<file path="config.mk">
export PLATFORM = sky130hd
export DESIGN_NAME = ad_bus_master
export DESIGN_NICKNAME = d
export VERILOG_FILES = /design/src/rtl/adbus_pkg.sv /design/src/rtl/adbus_seq.sv /design/src/rtl/adbus_lanes.sv /design/src/rtl/ad_bus_master.sv
export SDC_FILE = /design/constraint.sdc
export NUM_CORES = 1
export LEC_CHECK = 0
export BUFFER_PORTS_ARGS = -buffer_cell sky130_fd_sc_hd__buf_2
export CORE_AREA = 2 2 92 94
export DETAILED_ROUTE_END_ITERATION = 7
export DIE_AREA = 0 0 94 96
export PLACE_DENSITY = 0.65
export SKIP_CTS_REPAIR_TIMING = 1
export SYNTH_ARGS = -nofsm -noshare
export SYNTH_HDL_FRONTEND = slang
export SYNTH_HIERARCHICAL = 1
export SYNTH_SLANG_ARGS = --single-unit
</file>
<file path="constraint.sdc">
create_clock -name clk -period 4.8 [get_ports clk]
set_clock_uncertainty 0.2 [all_clocks]
set_input_delay 0.72 -clock clk [delete_from_list [all_inputs] [get_ports clk]]
set_output_delay 0.72 -clock clk [all_outputs]
set_load 0.03 [all_outputs]
</file>
<file path="src/rtl/adbus_pkg.sv">
package adbus_pkg;

  typedef enum logic [2:0] {
    PH_IDLE,
    PH_ADDR,
    PH_STRB,
    PH_WAIT,
    PH_REL
  } phase_t;

  typedef struct packed {
    logic load;      // capture a new request
    logic ale;       // address phase
    logic strobe;    // strobe and wait phases
    logic drive;     // write data may be on the lines
    logic capture;   // read data sampled this edge
    logic nextPart;  // advance to the second half of a split word
    logic partTwo;   // current bus cycle is the second half
    logic active;    // an access is in progress
  } busCtl_t;

endpackage

</file>
<file path="src/rtl/adbus_seq.sv">
module adbus_seq
  import adbus_pkg::*;
(
  input  logic    clk,
  input  logic    rstN,
  input  logic    reqValid,
  input  logic    readyIn,
  input  logic    needSplit,
  output busCtl_t ctl,
  output logic    reqReady,
  output logic    rspValid
);

  phase_t state, stateNext;
  logic   partTwo;

  always_comb begin
    stateNext = state;
    case (state)
      PH_IDLE: if (reqValid) stateNext = PH_ADDR;
      PH_ADDR: stateNext = PH_STRB;
      PH_STRB: stateNext = PH_WAIT;
      PH_WAIT: if (readyIn) stateNext = PH_REL;
      PH_REL:  stateNext = (needSplit && !partTwo) ? PH_ADDR : PH_IDLE;
      default: stateNext = PH_IDLE;
    endcase
  end

  always_ff @(posedge clk or negedge rstN) begin
    if (!rstN) begin
      state   <= PH_IDLE;
      partTwo <= 1'b0;
    end else begin
      state <= stateNext;
      if (ctl.load)          partTwo <= 1'b0;
      else if (ctl.nextPart) partTwo <= 1'b1;
    end
  end

  always_comb begin
    ctl          = '0;
    ctl.load     = (state == PH_IDLE) && reqValid;
    ctl.ale      = (state == PH_ADDR);
    ctl.strobe   = (state == PH_STRB) || (state == PH_WAIT);
    ctl.drive    = (state == PH_STRB) || (state == PH_WAIT) || (state == PH_REL);
    ctl.capture  = (state == PH_WAIT) && readyIn;
    ctl.nextPart = (state == PH_REL) && needSplit && !partTwo;
    ctl.partTwo  = partTwo;
    ctl.active   = (state != PH_IDLE);
  end

  assign reqReady = (state == PH_IDLE);
  assign rspValid = (state == PH_REL) && (!needSplit || partTwo);

  AST_ALE_LEADS_STROBE: assert property (@(posedge clk) disable iff (!rstN)
    state == PH_ADDR |=> state == PH_STRB);

  AST_WAIT_STRETCH: assert property (@(posedge clk) disable iff (!rstN)
    (state == PH_WAIT && !readyIn) |=> state == PH_WAIT);

  AST_RSP_SINGLE: assert property (@(posedge clk) disable iff (!rstN)
    rspValid |=> !rspValid);

  AST_SPLIT_REISSUE: assert property (@(posedge clk) disable iff (!rstN)
    ctl.nextPart |=> (state == PH_ADDR && partTwo));

endmodule

</file>
<file path="src/rtl/adbus_lanes.sv">
module adbus_lanes
  import adbus_pkg::*;
#(
  parameter int ADDR_W = 20,
  parameter int DATA_W = 16
) (
  input  logic              clk,
  input  logic              rstN,
  input  busCtl_t           ctl,
  input  logic [ADDR_W-1:0] reqAddr,
  input  logic              reqWord,
  input  logic              reqWrite,
  input  logic              reqMem,
  input  logic [DATA_W-1:0] reqWdata,
  input  logic [DATA_W-1:0] adIn,
  output logic              needSplit,
  output logic [DATA_W-1:0] adOut,
  output logic              adOe,
  output logic [ADDR_W-DATA_W-1:0] hiAddr,
  output logic              latchEn,
  output logic              memSel,
  output logic              rdN,
  output logic              wrN,
  output logic              hiEnN,
  output logic [DATA_W-1:0] rspRdata
);

  localparam int LANE_W = DATA_W / 2;
  localparam int HI_W   = ADDR_W - DATA_W;

  logic [ADDR_W-1:0] curAddr;
  logic [DATA_W-1:0] wdReg;
  logic [DATA_W-1:0] rdBuf;
  logic              isWord, isWrite, isMem, oddStart;

  always_ff @(posedge clk or negedge rstN) begin
    if (!rstN) begin
      curAddr  <= '0;
      wdReg    <= '0;
      isWord   <= 1'b0;
      isWrite  <= 1'b0;
      isMem    <= 1'b0;
      oddStart <= 1'b0;
    end else if (ctl.load) begin
      curAddr  <= reqAddr;
      wdReg    <= reqWdata;
      isWord   <= reqWord;
      isWrite  <= reqWrite;
      isMem    <= reqMem;
      oddStart <= reqAddr[0];
    end else if (ctl.nextPart) begin
      curAddr  <= curAddr + ADDR_W'(1);
    end
  end

  assign needSplit = isWord && oddStart;

  // lane use for the current bus cycle
  logic hiUse, loUse;
  always_comb begin
    if (isWord && !oddStart) begin
      hiUse = 1'b1;
      loUse = 1'b1;
    end else if (needSplit) begin
      hiUse = !ctl.partTwo;
      loUse = ctl.partTwo;
    end else begin
      hiUse = curAddr[0];
      loUse = !curAddr[0];
    end
  end

  // little-endian write steering
  logic [LANE_W-1:0] wrByte;
  logic [DATA_W-1:0] wrLanes;
  always_comb begin
    wrByte = (needSplit && ctl.partTwo) ? wdReg[DATA_W-1:LANE_W] : wdReg[LANE_W-1:0];
    if (hiUse && loUse)  wrLanes = wdReg;
    else if (hiUse)      wrLanes = {wrByte, {LANE_W{1'b0}}};
    else                 wrLanes = {{LANE_W{1'b0}}, wrByte};
  end

  always_comb begin
    if (ctl.ale)                      adOut = curAddr[DATA_W-1:0];
    else if (ctl.drive && isWrite)    adOut = wrLanes;
    else                              adOut = '0;
  end

  assign adOe    = ctl.ale || (ctl.drive && isWrite);
  assign hiAddr  = (ctl.ale && isMem) ? curAddr[ADDR_W-1:DATA_W] : '0;
  assign latchEn = ctl.ale;
  assign memSel  = isMem;
  assign rdN     = !(ctl.strobe && !isWrite);
  assign wrN     = !(ctl.strobe && isWrite);
  assign hiEnN   = ctl.active ? !hiUse : 1'b1;

  // read capture, right-aligned
  always_ff @(posedge clk or negedge rstN) begin
    if (!rstN) begin
      rdBuf <= '0;
    end else if (ctl.capture && !isWrite) begin
      if (hiUse && loUse)
        rdBuf <= adIn;
      else if (needSplit && ctl.partTwo)
        rdBuf[DATA_W-1:LANE_W] <= adIn[LANE_W-1:0];
      else if (needSplit)
        rdBuf <= {{LANE_W{1'b0}}, adIn[DATA_W-1:LANE_W]};
      else if (hiUse)
        rdBuf <= {{LANE_W{1'b0}}, adIn[DATA_W-1:LANE_W]};
      else
        rdBuf <= {{LANE_W{1'b0}}, adIn[LANE_W-1:0]};
    end
  end

  assign rspRdata = rdBuf;

  AST_NO_UNDEF_LANE: assert property (@(posedge clk) disable iff (!rstN)
    latchEn |-> !(hiEnN && adOut[0]));

  AST_ONE_STROBE: assert property (@(posedge clk) disable iff (!rstN)
    !(!rdN && !wrN));

  AST_READ_RELEASES: assert property (@(posedge clk) disable iff (!rstN)
    !rdN |-> !adOe);

  AST_IO_UPPER_ZERO: assert property (@(posedge clk) disable iff (!rstN)
    !memSel |-> hiAddr == '0);

  AST_HI_STABLE_IN_CYCLE: assert property (@(posedge clk) disable iff (!rstN)
    (!latchEn && !rdN) |=> (rdN || $stable(hiEnN)));

  initial begin
    assert (HI_W > 0);
  end

endmodule

</file>
<file path="src/rtl/ad_bus_master.sv">
module ad_bus_master
  import adbus_pkg::*;
#(
  parameter int ADDR_W = 20,
  parameter int DATA_W = 16
) (
  input  logic                     clk,
  input  logic                     rstN,
  input  logic                     reqValid,
  output logic                     reqReady,
  input  logic [ADDR_W-1:0]        reqAddr,
  input  logic                     reqWord,
  input  logic                     reqWrite,
  input  logic                     reqMem,
  input  logic [DATA_W-1:0]        reqWdata,
  output logic                     rspValid,
  output logic [DATA_W-1:0]        rspRdata,
  output logic [DATA_W-1:0]        adOut,
  input  logic [DATA_W-1:0]        adIn,
  output logic                     adOe,
  output logic [ADDR_W-DATA_W-1:0] hiAddr,
  output logic                     latchEn,
  output logic                     memSel,
  output logic                     rdN,
  output logic                     wrN,
  output logic                     hiEnN,
  input  logic                     readyIn
);

  busCtl_t ctl;
  logic    needSplit;

  adbus_seq u_seq (
    .clk       (clk),
    .rstN      (rstN),
    .reqValid  (reqValid),
    .readyIn   (readyIn),
    .needSplit (needSplit),
    .ctl       (ctl),
    .reqReady  (reqReady),
    .rspValid  (rspValid)
  );

  adbus_lanes #(.ADDR_W(ADDR_W), .DATA_W(DATA_W)) u_lanes (
    .clk       (clk),
    .rstN      (rstN),
    .ctl       (ctl),
    .reqAddr   (reqAddr),
    .reqWord   (reqWord),
    .reqWrite  (reqWrite),
    .reqMem    (reqMem),
    .reqWdata  (reqWdata),
    .adIn      (adIn),
    .needSplit (needSplit),
    .adOut     (adOut),
    .adOe      (adOe),
    .hiAddr    (hiAddr),
    .latchEn   (latchEn),
    .memSel    (memSel),
    .rdN       (rdN),
    .wrN       (wrN),
    .hiEnN     (hiEnN),
    .rspRdata  (rspRdata)
  );

endmodule

</file>
==> results of run 1 <==
==> critical path, cell delays in order (launching register included) <==
cell and delay (ns):
dfrtp_1 0.44, nor2b_1 1.01, a22oi_1 0.23, o21ai_0 0.26, buf_2 0.25
==> Yosys cell counts (4+ instances only) <==
cell,instances
xnor2_1,8
nor4_1,6
nand2_1,53
a21oi_1,9
xor2_1,4
nor2_1,19
mux2_2,19
nand4_1,5
mux2i_1,11
nor3_1,7
or3_1,4
o21ai_0,42
clkbuf_1,17
a22oi_1,25
inv_1,8
nand3_1,7
and3_1,6
dfrtp_1,60
==> per-stage QoR <==
stage	instance area, um2	std cells	total power [mW]	hold slack, ns	utilization, %
after floorplan	3220	347	1.90	0.224	-
after global placement	3800	535	2.28	0.261	47.1
after detailed placement	3800	535	2.30	0.265	47.1
after CTS	3970	551	2.71	0.283	49.3
after global routing	3970	551	2.89	0.305	49.3
final	3970	551	2.71	0.275	49.3
==> path summary, 6_finish.rpt <==
| check | startpoint | endpoint | slack (ns) | cells after the start |
|---|---|---|---|---|
| worst max-delay path | u_lanes/isWord$_DFFE_PN0P_ | adOut[11] | 1.35 | 4 |
| worst min-delay path | u_lanes/rspRdata[9]$_DFFE_PN0P_ | u_lanes/rspRdata[9]$_DFFE_PN0P_ | 0.28 | 2 |
| worst max register to register | u_seq/state[2]$_DFFE_PN0P_ | u_lanes/rspRdata[0]$_DFFE_PN0P_ | 2.17 | 7 |
| worst min register to register | u_lanes/rspRdata[9]$_DFFE_PN0P_ | u_lanes/rspRdata[9]$_DFFE_PN0P_ | 0.28 | 2 |
| max in group asynchronous | rstN | u_lanes/curAddr[8]$_DFFE_PN0P_ | 3.58 | 2 |
| min in group asynchronous | rstN | u_lanes/wdReg[5]$_DFFE_PN0P_ | 0.32 | 2 |
==> routing by layer <==
| layer | global-route usage (%) | part of all wire [%] |
|---|---|---|
| met5 | 0 | 0 |
| met2 | 31.8 | 45 |
| met4 | 8.82 | 1.9 |
| met3 | 4.70 | 8.1 |
| met1 | 27.9 | 45 |
==> area by class of cell <==
type / instances / area (um2) / share of cell area (%)
Tap cell: 105 / 131 / 3.31
Sequential cell: 60 / 1500 / 37.8
Inverter: 8 / 30.0 / 0.756
Clock buffer: 9 / 124 / 3.12
Timing Repair Buffer: 105 / 533 / 13.4
Clock inverter: 7 / 52.6 / 1.32
Multi-Input combinational cell: 257 / 1600 / 40.3
==> state kept, by name, summed over array words and instances (netlist names) <==
signal	cells
u_lanes/curAddr	20
u_lanes/rspRdata	16
u_lanes/wdReg	16
u_seq/state	3
u_lanes/isWord	1
u_lanes/isWrite	1
u_lanes/memSel	1
u_lanes/oddStart	1
u_seq/partTwo	1
==> cell families (layout without fill, tap and decap cells) <==
logic type,Yosys count,in the layout,synth area share [%]
and+or+nand+nor,129,129,19.9
AOI/OAI and AO/OA,85,85,15.9
DFF,60,60,46.7
muxes,30,30,10.1
buffers and inverters,30,129,3.81
xor gates and xnor gates,12,12,3.27
adders and majority gates,1,1,0.389
==> power groups by stage <==
| stage | combinational [mW] | sequential [mW] | clock (mW) |
|---|---|---|---|
| 2_1_floorplan | 0.901 | 1.00 | 0 |
| 3_3_place_gp | 1.29 | 0.989 | 0 |
| 3_5_place_dp | 1.31 | 0.991 | 0 |
| 4_1_cts | 1.31 | 0.982 | 0.421 |
| 5_1_grt | 1.43 | 1.02 | 0.447 |
| 6_report | 1.31 | 0.986 | 0.411 |
==> metrics.yaml, run 1 <==
wire_per_inst_um: 16.1
p_comb_share_pct: 48.4
yosys.area.top_type: "dfrtp_1"
syn_area_per_cell_um2: 9.27
htreeDepth: 3
synth_warnings: 6
tns_ns: 0
status: "finished clean"
finalHoldViolCount: 0
mostFrequentLayoutCells: "buf_2, dfrtp_1, nand2_1, o21ai_0, a22oi_1"
gr-total-overflow: 0
pwr-share-seq_pct: 36.4
antenna_found_initial: 0
final.fill_count: 777
grt_pass1_wl_um: 14200
crit_type: "reg -> out"
clk_pin_slew_ns: 0.08
dr_total_vias: 3041
die-area_um2: 9020
cts_tree: "built"
routed_via_density: 5.52
max_cap_violations: 0
cts.sink_count: 60
portBuffers: 102
async_reset_ff_share_pct: 100
final_common_cell: "buf_2"
syn_nets: 407
synth-edff-count: 0
ys.flop_type: "dfrtp_1"
ys_top_cells_by_area: "dfrtp_1, mux2_2, o21ai_0"
ys_seq_area_share_pct: 46.7
rsz0062_at_grt: "no"
p_int_mw: 1.39
clkLatencyLatePin_ns: 0.35
dp_slack_ns: 1.83
tightest_slew_ns: 1.26
syn_inst: 347
worstPathRequired_ns: 3.88
cp.arrival_ns: 2.53
peakVddDrop_uv: 321
crit_path_end_kind: "output port"
relSlewSlack_pct: 16.0
period_needed_ns: 3.45
grt_use_total_pct: 20.6
synthDistinctLibCells: 44
drv_slew: 0
startpoint_type: "flop"
postRouteAntennaNets: 0
clockRootBuffer: "clkbuf_8"
fmax_ghz: 0.290
drive_gt1_share_pct: 34.5
cts_inserted_buffers: 9
routed_wl_um: 8870
hpwl_um: 6570
diodes: 0
hold_path.class: "reg -> reg"
fin_nets: 501
grt_max_degree: 61
syn-cell-area_um2: 3220
power_leakage_nw: 1.82
finalWeightedCongestion: 0.889
p_per_area_nw_per_um2: 681
setup_viol: 0
initial_utilization_pct: 40.0
synth_top_area_share_pct: 46.7
rows: 33
first_pass_iters: 4
synth-seq-cells: 60
syn_to_final_growth_pct: 23.4
worst-path-max-fanout: 16
grt_pass1_vias: 2867
cts_buffer_depth: 2
ios: 103
p_sw_share_pct: 48.5
die_y_um: 96
p_clk_share_pct: 15.2
drcViolationCount: 0
fin_crit_sh_pct: 71.9
detail_route.iter0.violations: 186
layout_setup_ws_ns: 1.35
die_w_um: 94
p_sw_mw: 1.31
fp.coreArea_um2: 8050
No activity file was read; power rests on OpenSTA's default activity.
==> inputs of run 2 (changes only) <==
PLACE_DENSITY = 0.68   (was 0.65)
clock period = 3 ns   (was 4.8 ns; I/O delays follow)
==> run 2 against run 1 <==
Effect of this change: worst setup slack worse by 1.1 ns; sequential share of layout area is 1.1 points lower; highest routed layer unchanged; wire length is 0.73% lower; first-iteration DRC count is 9.1% higher; core utilization is 1.4 points higher; via count is 2.5% lower; largest cell class unchanged; power is 67% higher; die area stayed put; hold slack worse by 0.16 ns; critical path depth is 2 higher; critical path type unchanged; clock power is 94% higher; count of clock-buffer cells in the layout is 1 higher.
==> metrics.yaml, run 2 (synthesized netlist as in run 1, its figures left out) <==
finalHoldViolCount: 0  # unchanged
clockRootBuffer: "clkbuf_8"
grt_pass1_wl_um: 13900  # -1.9%
gr-total-overflow: 0  # unchanged
rsz0062_at_grt: "no"
grt_pass1_vias: 2790  # -2.7%
grt_use_total_pct: 20.5  # -0.087 points
grt.busiest_layer: "met2"
power_mw: 4.53  # +67%
setup_viol: 0  # unchanged
hold_path.class: "in -> reg"
diodes: 0  # unchanged
finalWeightedCongestion: 0.908  # +2.2%
cts_inserted_buffers: 9  # unchanged
hpwl_um: 6700  # +1.9%
clk_pin_slew_ns: 0.07  # about the same
die-area_um2: 9020  # unchanged
initial_utilization_pct: 40.0  # unchanged
crit_slowest_cell: "dfrtp_1"
cts.sink_count: 60  # unchanged
dp_slack_ns: 0.496  # -1.33 ns
syn_to_final_growth_pct: 27.1
cts_tree: "built"
cp_top_family: "flip-flops"
ios: 103  # unchanged
use_met2_pct: 31.1  # -0.65 points
routed_wl_um: 8810  # -0.73%
regMostFlops: "u_lanes/curAddr"
p_per_area_nw_per_um2: 1110  # +63%
final_common_cell: "buf_2"
routed_via_density: 5.29  # -4.1%
use_met1_pct: 27.9  # about the same
postRouteAntennaNets: 0  # unchanged
fin_crit_sh_pct: 90.0
cp_slowest_stage_delay_ns: 0.48  # -0.53 ns
grt_max_degree: 30  # -51%
worstPathRequired_ns: 2.35  # -1.53 ns
antenna_found_initial: 0  # unchanged
rows: 33  # unchanged
critical_path_buf_inv_count: 2  # +1
drv_slew: 0  # unchanged
largest_reg_flops: 20  # unchanged
layout_setup_ws_ns: 0.300  # -1.05 ns
status: "finished clean"
htreeDepth: 3  # unchanged
max_cap_violations: 0  # unchanged
power_leakage_nw: 1.88  # +3.3%
drcViolationCount: 0  # unchanged
drive_gt1_share_pct: 35.6  # +1.1 points
crit_path_end_kind: "output port"
tightest_slew_ns: 0.612  # -0.645 ns
period_needed_ns: 2.70
fin_nets: 510  # +1.8%
tns_ns: 0  # unchanged
wire_per_inst_um: 15.7  # -2.3%
portBuffers: 102  # unchanged
peakVddDrop_uv: 634  # +97%
relSlewSlack_pct: 59.1  # +43 points
dr_total_vias: 2965  # -2.5%
cts_buffer_depth: 2  # unchanged
die_w_um: 94  # unchanged
mostFrequentLayoutCells: "buf_2, dfrtp_1, nand2_1, o21ai_0, a22oi_1"
fmax_ghz: 0.370
final_util_pct: 50.8  # +1.4 points
clkLatencyLatePin_ns: 0.35  # about the same
startpoint_type: "flop"
worst-path-max-fanout: 15  # -1
first_pass_iters: 4  # unchanged
worstPathCellList: "or2b_1 -> nand2_1 -> nand3b_1 -> buf_4 -> o21ai_0 -> buf_2"
die_y_um: 96  # unchanged
fp.coreArea_um2: 8050  # unchanged
use_met3_pct: 4.46  # -0.23 points
cp.arrival_ns: 2.05  # -0.48 ns
detail_route.iter0.violations: 203  # +9.1%
crit_type: "reg -> out"
run 2: worst register-to-register path, cell delays in order, from the launching register on:
cell and delay, ns:
dfrtp_1 0.44, nand2_1 0.13, inv_1 0.08, nor2b_2 0.17, and3_4 0.29, nand4_1 0.30, nor4_1 0.45, nor2_1 0.09
a221o_1 0.26
run 2: metal layers:
layer	wire length, um	part of all wire (%)
met2	4050	46
met5	0	0
met3	600	6.8
met4	197	2.2
met1	3960	45
run 2: metrics by stage:
stage	cell area, um2	std cells	hold slack, ns
after floorplan	3220	347	-0.0456
after global placement	3850	542	0.146
after detailed placement	3850	542	0.148
after CTS	4070	558	-0.238
after global routing	4090	560	0.101
final	4090	560	0.111
run 2: power breakdown:
part	switching, mW	leakage, nW	internal (mW)
registers	0.400	0.718	1.16
logic	1.36	1.06	0.806
clock network	0.332	0.102	0.467
total	2.09	1.88	2.44
run 2: path summary, 6_finish.rpt:
path | start | endpoint | slack [ns] | depth (start not counted)
max in group asynchronous | rstN | u_lanes/wdReg[2]$_DFFE_PN0P_ | 1.62 | 3
worst min register to register | u_lanes/rspRdata[11]$_DFFE_PN0P_ | u_lanes/rspRdata[11]$_DFFE_PN0P_ | 0.27 | 2
worst max-delay path | u_seq/state[2]$_DFFE_PN0P_ | adOut[1] | 0.30 | 6
worst max register to register | u_lanes/isWord$_DFFE_PN0P_ | u_lanes/curAddr[14]$_DFFE_PN0P_ | 0.47 | 8
min in group asynchronous | rstN | u_lanes/wdReg[6]$_DFFE_PN0P_ | 0.31 | 2
worst min-delay path | reqAddr[19] | u_lanes/curAddr[19]$_DFFE_PN0P_ | 0.11 | 3
run 2: layout make-up:
class	instances	area (um2)
clock inverter	6	88.8
multi-input combinational	257	1610
clock buffer	10	128
inverter	8	30.0
fill	783	3960
sequential	60	1500
tap	105	131
timing repair buffer	114	603
